`config.mk`:
```
export PLATFORM = sky130hd
export DESIGN_NAME = pixgrp_ptr_cell
export DESIGN_NICKNAME = d
export VERILOG_FILES = /design/src/rtl/pgc_pkg.sv /design/src/rtl/pgc_pick.sv /design/src/rtl/pgc_slot.sv /design/src/rtl/pixgrp_ptr_cell.sv
export SDC_FILE = /design/constraint.sdc
export NUM_CORES = 1
export LEC_CHECK = 0
export ABC_CLOCK_PERIOD_IN_PS = 4000
export BUFFER_PORTS_ARGS = -buffer_cell sky130_fd_sc_hd__buf_2
export CORE_ASPECT_RATIO = 0.9
export CORE_MARGIN = 8
export CORE_UTILIZATION = 50
export DETAILED_ROUTE_END_ITERATION = 6
export PLACE_DENSITY = 0.75
export SYNTH_ARGS = -nofsm -noshare
export SYNTH_HDL_FRONTEND = slang
export SYNTH_SLANG_ARGS = --single-unit
```
`constraint.sdc`:
```
create_clock -name clk -period 4 [get_ports clk]
set_clock_uncertainty 0.15 [all_clocks]
set_input_delay 0.4 -clock clk [delete_from_list [all_inputs] [get_ports clk]]
set_output_delay 0.4 -clock clk [all_outputs]
set_load 0.01 [all_outputs]
```
`src/rtl/pgc_pkg.sv`:
```
package pgc_pkg;
   typedef enum logic [1:0] {
      PH_IDLE    = 2'd0,
      PH_LATCH   = 2'd1,
      PH_READOUT = 2'd2,
      PH_RELEASE = 2'd3
   } phase_e;
endpackage

```
`src/rtl/pgc_pick.sv`:
```
// Lowest-index selector: one-hot grant of the first set request bit.
module pgc_pick #(
   parameter int N = 2
) (
   input  logic [N-1:0] req,
   output logic [N-1:0] gnt,
   output logic         any
);
   always_comb begin
      gnt = '0;
      for (int i = 0; i < N; i++) begin
         if (req[i] && (gnt == '0)) gnt[i] = 1'b1;
      end
   end
   assign any = |req;
endmodule

```
`src/rtl/pgc_slot.sv`:
```
// One storage slot: valid, transfer-pending mark, pointer and hit word.
module pgc_slot #(
   parameter int PTR_W  = 4,
   parameter int DATA_W = 8
) (
   input  logic              clk,
   input  logic              rst_n,
   input  logic              load,
   input  logic [PTR_W-1:0]  load_ptr,
   input  logic [DATA_W-1:0] load_data,
   input  logic [PTR_W-1:0]  bcast_addr,
   input  logic              arm,
   input  logic              drop,
   input  logic              accept,
   output logic              valid,
   output logic              pend,
   output logic [PTR_W-1:0]  ptr,
   output logic [DATA_W-1:0] data
);
   logic match;
   assign match = valid && (ptr == bcast_addr);

   always_ff @(posedge clk or negedge rst_n) begin
      if (!rst_n) begin
         valid <= 1'b0;
         pend  <= 1'b0;
         ptr   <= '0;
         data  <= '0;
      end else if (drop && match) begin
         valid <= 1'b0;
         pend  <= 1'b0;
      end else if (accept) begin
         valid <= 1'b0;
         pend  <= 1'b0;
      end else if (arm && match) begin
         pend  <= 1'b1;
      end else if (load) begin
         valid <= 1'b1;
         pend  <= 1'b0;
         ptr   <= load_ptr;
         data  <= load_data;
      end
   end


   release_clears_chk: assert property (@(posedge clk) disable iff (!rst_n)
      (drop && match) |=> !valid);
endmodule

```
`src/rtl/pixgrp_ptr_cell.sv`:
```
module pixgrp_ptr_cell
   import pgc_pkg::*;
#(
   parameter int NUM_SLOTS = 2,
   parameter int PTR_W     = 4,
   parameter int DATA_W    = 8
) (
   input  logic              clk,
   input  logic              rst_n,
   input  logic [1:0]        phase,
   input  logic [PTR_W-1:0]  bcast_addr,
   input  logic              bcast_vld,
   input  logic              hit_in,
   input  logic [DATA_W-1:0] hit_data,
   input  logic              rd_ready,
   output logic              rd_valid,
   output logic [PTR_W-1:0]  rd_ptr,
   output logic [DATA_W-1:0] rd_data,
   output logic              got_hit,
   output logic              overflow
);
   if (NUM_SLOTS < 1) begin : g_bad_slots
      $error("pixgrp_ptr_cell: NUM_SLOTS must be at least 1");
   end
   if (PTR_W < 1 || DATA_W < 1) begin : g_bad_width
      $error("pixgrp_ptr_cell: widths must be positive");
   end

   phase_e ph;
   assign ph = phase_e'(phase);

   logic                 lat_hit, arm, drop;
   logic [NUM_SLOTS-1:0] s_valid, s_pend, alloc_oh, rd_oh;
   logic                 free_any;
   logic [PTR_W-1:0]     s_ptr  [NUM_SLOTS];
   logic [DATA_W-1:0]    s_data [NUM_SLOTS];

   assign lat_hit = (ph == PH_LATCH) && hit_in;
   assign arm     = (ph == PH_READOUT) && bcast_vld;
   assign drop    = (ph == PH_RELEASE) && bcast_vld;

   pgc_pick #(.N(NUM_SLOTS)) u_free_pick (
      .req(~s_valid), .gnt(alloc_oh), .any(free_any));

   pgc_pick #(.N(NUM_SLOTS)) u_rd_pick (
      .req(s_valid & s_pend), .gnt(rd_oh), .any(rd_valid));

   for (genvar i = 0; i < NUM_SLOTS; i++) begin : g_slot
      pgc_slot #(.PTR_W(PTR_W), .DATA_W(DATA_W)) u_slot (
         .clk       (clk),
         .rst_n     (rst_n),
         .load      (lat_hit && alloc_oh[i]),
         .load_ptr  (bcast_addr),
         .load_data (hit_data),
         .bcast_addr(bcast_addr),
         .arm       (arm),
         .drop      (drop),
         .accept    (rd_oh[i] && rd_ready),
         .valid     (s_valid[i]),
         .pend      (s_pend[i]),
         .ptr       (s_ptr[i]),
         .data      (s_data[i]));
   end

   always_comb begin
      rd_ptr  = '0;
      rd_data = '0;
      for (int i = 0; i < NUM_SLOTS; i++) begin
         if (rd_oh[i]) begin
            rd_ptr  = rd_ptr  | s_ptr[i];
            rd_data = rd_data | s_data[i];
         end
      end
   end

   always_ff @(posedge clk or negedge rst_n) begin
      if (!rst_n) begin
         got_hit  <= 1'b0;
         overflow <= 1'b0;
      end else begin
         if (ph == PH_RELEASE)         got_hit <= 1'b0;
         else if (lat_hit && free_any) got_hit <= 1'b1;
         if (lat_hit && !free_any)     overflow <= 1'b1;
      end
   end


   ovf_sticky_chk: assert property (@(posedge clk) disable iff (!rst_n)
      overflow |=> overflow);


   gothit_release_chk: assert property (@(posedge clk) disable iff (!rst_n)
      (ph == PH_RELEASE) |=> !got_hit);


   gothit_raise_chk: assert property (@(posedge clk) disable iff (!rst_n)
      (lat_hit && free_any) |=> got_hit);


   rd_hold_chk: assert property (@(posedge clk) disable iff (!rst_n)
      (rd_valid && !rd_ready && (ph == PH_IDLE || ph == PH_LATCH))
      |=> (rd_valid && $stable(rd_ptr) && $stable(rd_data)));
endmodule

```
* Word-level counts from Yosys, hierarchy flattened
Index checks and enable logic that the tools add are counted.
Cells by class: equality and inequality tests 7, bitwise logic cells 12, reductions and logical operators 29, multiplexer cells 26
Operators with widths (count):
- $mux 1 | 22
- $logic_and 1x1->1 | 17
- $mux 8 | 2
- $eq 4x4->1 | 2
- $mux 4 | 2
- $not 1->1 | 8
- $or 8x8->8 | 1
- $reduce_and 4->1 | 2
- $reduce_bool 4->1 | 2
- $ne 3x1->1 const B | 2
- $reduce_bool 3->1 | 2
- $eq 2x2->1 const B | 2
- $or 4x4->4 | 1
- $reduce_and 2->1 | 2
- $reduce_or 2->1 | 2
- $and 2x2->2 | 1
- $eq 2x1->1 const B | 1
- $not 2->2 | 1
- $reduce_bool 2->1 | 1
- $logic_not 1->1 | 1
Storage, ports and cells: flip-flop bits (word level) 30

* Logic depth before layout (Yosys ltp)
depth after elaboration 10, depth in mapped cells 5

* Hierarchy
A second synthesis with hierarchy kept.
Unflattened totals: cells, all modules 125, area, all modules 1549.0 sq um
Modules (own cells, without submodules):
- pgc_slot | cells each 43, sequential area each 350.3 sq um, area an instance 619.3 sq um, instances 2
- pixgrp_ptr_cell | cells each 33, sequential area each 50.0 sq um, area an instance 270.3 sq um, instances 1
- pgc_pick | cells each 3, sequential area each 0.0 sq um, area an instance 20.0 sq um, instances 2

* Worst setup path after synthesis
No wires, ideal clock.
path type reg2out, from register g_slot[0].u_slot.valid, to output port rd_data[0], data required time 3.450 ns, buffers on the path 2, stages on the path, launching flop included 6, arrival 1.232 ns, slack 2.218 ns, path through dfrtp_1 > and2_1 > buf_6 > nor2_4 > buf_2 > a22o_1
Between the ends: cells in the longest elaborated chain, start to end 6, elaborated cells between the ends (all ways) 8, classes of those cells 4 x mux; 3 x bitwise; 1 x reduce/logical
RTL lines:
- start: declaration | line pgc_slot.sv:15 | output logic valid,
- start signal: assignment | line pgc_slot.sv:25 | valid <= 1'b0;
- start signal: assignment | line pgc_slot.sv:30 | valid <= 1'b0;
- start signal: assignment | line pgc_slot.sv:33 | valid <= 1'b0;
- $and 2x2->2 * | line pixgrp_ptr_cell.sv:46 | .req(s_valid & s_pend), .gnt(rd_oh), .any(rd_valid));
- $mux 1 * | line pgc_pick.sv:12 | if (req[i] && (gnt == '0)) gnt[i] = 1'b1;
- $not 1->1 | line pgc_pick.sv:12
- $logic_and 1x1->1 | line pgc_pick.sv:12
- $mux 1 | line pgc_pick.sv:12
- $mux 8 * | line pixgrp_ptr_cell.sv:69 | if (rd_oh[i]) begin
- end: declaration | line pixgrp_ptr_cell.sv:18 | output logic [DATA_W-1:0] rd_data,
Every way passes the cells marked *; elsewhere a longest branch is shown, timed or not.

* Final worst setup path
from register g_slot[0].u_slot.valid, to output port rd_data[7]
Same word-level chain as after synthesis.

==> impl_results.md <==
* Worst Setup Start Kind: flop
* Sequential area share after synthesis at 49.9%
* Wirelength, routed at roughly 3.3 mm
* Pwr Density at 652 nW/um^2
* Psw at about 0.39 mW
* Diode count at 0
* Worst-path clk slew at 0.09 ns
* Flop and latch count out of synthesis at 30
* Max H-tree Level at 2
* Area grow syn2layout at 16.7%
* P_int at roughly 0.75 mW
* Syn_nets at 134
* Final setup viols at 0
* DRC at 0
* Synth warn at 0
* Mean Syn Cell Area at ~13 sq um
* Slew @ Worst Pin at 0.876 ns
* Leakage power at between 0.8 and 0.9 nW
* Crit Path Max Fanout at 15
* Required @ worst endpoint at between 3 and 4 ns
* CTS tree: done
* RSZ-0062 raised after global routing: false
* Mapped cell area at about 1500 sq um
* Primary FF master, synth: dfrtp_1
* Endpoint type of the worst setup path: output port
* GR Overflow Total at 0
* Max Cap Viol at 0
* Chip Width at between 70 and 80 um
* Per-cell routed wire length at ~17 um
* Clock network power share at 17.0%
* GP Congestion at 0.780
* Layout cells sized above 1 at 46.1%
* Combinational Power Share at 34.3%
* Status: completed
* Number of global-route vias before repair at approximately 1200
* Port Buf Inserts at 33
* Gate count of the mapped netlist at 115
* Die ar. at 5020 sq um
* DRT antenna net count at 0
* Initial antenna violation count at 0
* Worst VDD drop at between 0.0002 and 0.0003 V
* Initial DRC Count at 135
* Clock Tree Root: clkbuf_4
* Final Hold Viols at 0
* Worst r2r src: g_slot[0].u_slot.valid
* Clk buf depth at 2
* Max Clock Freq at 0.394 GHz
* Nets at 170
* IO Pins at 34
* Slew headroom at between 40% and 50%
* Number of cells on the worst reg-to-reg path at 3
* Sink Count at 30
* Chip height at about 68 um
* Final Cycle Share at 63.5%
* Hold Path Cell Cnt at 2
* Setup_tns at 0 ns
* R2R Path End: g_slot[1].u_slot.data[7]
* CTS resizes at 0
* Worst Path Arrival at 1.99 ns
* Fin. max-slew vios at 0
* Final hold slack at 0.133 ns
* Switching Share at 34.2%
* Total track usage at 13.9%
* Min-Delay Path Class: in -> reg
* Vias/cell at 5.53
* DR pass1 iterations at 4
* Core Box Area at 2970 sq um
* # rows at 19
* Clock Latency Late Sink at 0.33 ns
* Initial Utilization at roughly half
* First-pass GRT wire length at 5.28 mm
* Launch point of the worst hold path: phase[1]
* DR vias at 1073
* Hold-critical path endpoint: got_hit
* Flop-to-flop setup slack at 2.02 ns
* Flop pwr share at between 40% and 50%
* Largest net degree at the start of global routing at 31
* Post-synth ARST share at 100%
* Netlist cell types at 34
* HPWL Detailed at 2.33 mm
* Num CTS Buffers at 5
* Post-synth EDFFs at 0
* Min cycle time layout at 2.54 ns
* CP Class: reg -> out
through the flow:
step           setup WS (ns)  instance area, sq um  total power, mW  util (%)  cells
4_1_cts                 1.47                  1760             1.15      59.1    194
3_5_place_dp            1.84                  1680            0.955      56.6    185
5_1_grt                 1.37                  1760             1.21      59.1    194
2_1_floorplan           2.22                  1510            0.832         -    115
3_3_place_gp            1.89                  1680            0.932      56.6    185
6_report                1.46                  1760             1.14      59.1    194
layer usage:
| metal | vias up | GRT usage, % | wire length (um) |
|---|---|---|---|
| li1 | 494 | - | - |
| met1 | 549 | 15.2 | 1400 |
| met2 | 24 | 24.5 | 1690 |
| met3 | 6 | 4.39 | 123 |
| met4 | 0 | 5.97 | 53 |
| met5 | - | 0 | 0 |
power by group through the flow:
stage	Clock [mW]	Sequential [mW]	Combinational (mW)
after floorplan	0	0.533	0.300
after global placement	0	0.549	0.383
after detailed placement	0	0.560	0.394
after CTS	0.199	0.555	0.397
after global routing	0.211	0.573	0.427
final	0.195	0.557	0.393
how the worst max path moves through the flow:
| stage | slack (ns) | startpoint | end | depth (start not counted) |
|---|---|---|---|---|
| after CTS | 1.47 | g_slot[0].u_slot.valid | rd_data[7] | 4 |
| after floorplan | 2.22 | g_slot[0].u_slot.valid | rd_data[0] | 5 |
| after global routing | 1.37 | g_slot[0].u_slot.valid | rd_data[3] | 4 |
| after detailed placement | 1.84 | g_slot[0].u_slot.valid | rd_data[7] | 4 |
| after global placement | 1.89 | g_slot[0].u_slot.valid | rd_ptr[3] | 4 |
| final | 1.46 | g_slot[0].u_slot.valid | rd_data[7] | 4 |
what timing repair did:
| item | 4_1_cts | 5_1_grt |
|---|---|---|
| endpoints found under the setup margin | 0 | 0 |
| setup buffers | 0 | 0 |
| hold buffers | 1 | 0 |
| hold endpoints to repair | 30 | 0 |
cell type report:
| class | count | area [sq um] |
|---|---|---|
| multi-input combinational | 75 | 696 |
| clock buffer | 6 | 51.3 |
| sequential | 30 | 751 |
| timing repair buffer | 34 | 175 |
| inverter | 5 | 18.8 |
| clock inverter | 2 | 12.5 |
| tap | 42 | 52.6 |
| fill | 253 | 1210 |
synthesized netlist by cell type (2+ instances only):
cell      instances  area (sq um)
inv_1             4          15.0
dfrtp_1          30           751
nand2b_1          2          12.5
nor2_4            2          22.5
a22o_1           12           105
mux2_2           14           158
nand2_1           6          22.5
nor4_1            2          12.5
xor2_1            4          35.0
buf_6             2          22.5
buf_2             2          10.0
o21ai_0           3          15.0
a21oi_1           2          10.0
nand3_1           2          10.0
mux2_4            9           135
sequential cells by signal, indices dropped and copies added, names as in the netlist:
register and count:
g_slot.u_slot.data 16, g_slot.u_slot.pend 2, g_slot.u_slot.ptr 8, g_slot.u_slot.valid 2, got_hit 1, overflow 1
worst max-delay path, cell delays in order (launching register included):
cell and delay [ns]:
dfrtp_1 0.49, and2_1 0.59, nor2_4 0.20, a22o_1 0.24
buf_2 0.14
placed cells by master, fill, tap and decap left out:
cell / n
a211o_1: 1
a211oi_1: 1
a21o_1: 1
a21oi_1: 2
a221o_1: 1
a221oi_1: 1
a22o_1: 12
a31oi_1: 1
and2_1: 1
buf_2: 33
clkbuf_4: 5
clkbuf_8: 1
clkinv_2: 1
clkinvlp_4: 1
dfrtp_1: 30
dlygate4sd3_1: 1
inv_1: 4
inv_2: 1
mux2_2: 14
mux2_4: 9
mux2i_1: 1
nand2_1: 6
nand2b_1: 2
nand3_1: 2
nand3b_4: 1
nand4b_1: 1
nor2_4: 2
nor2b_1: 1
nor3_1: 1
nor3_4: 1
nor4_1: 2
o2111ai_1: 1
o21ai_0: 3
o21bai_1: 1
o221a_2: 1
xnor2_1: 1
xor2_1: 4
kinds of logic after synthesis:
family / share of synthesized area [%]
xor+xnor: 2.91
flops: 49.9
buf+inv: 3.91
compound gates: 13.7
simple gates: 9.48
mux: 20.1
Note: power is estimated with default switching activity, not from simulation.
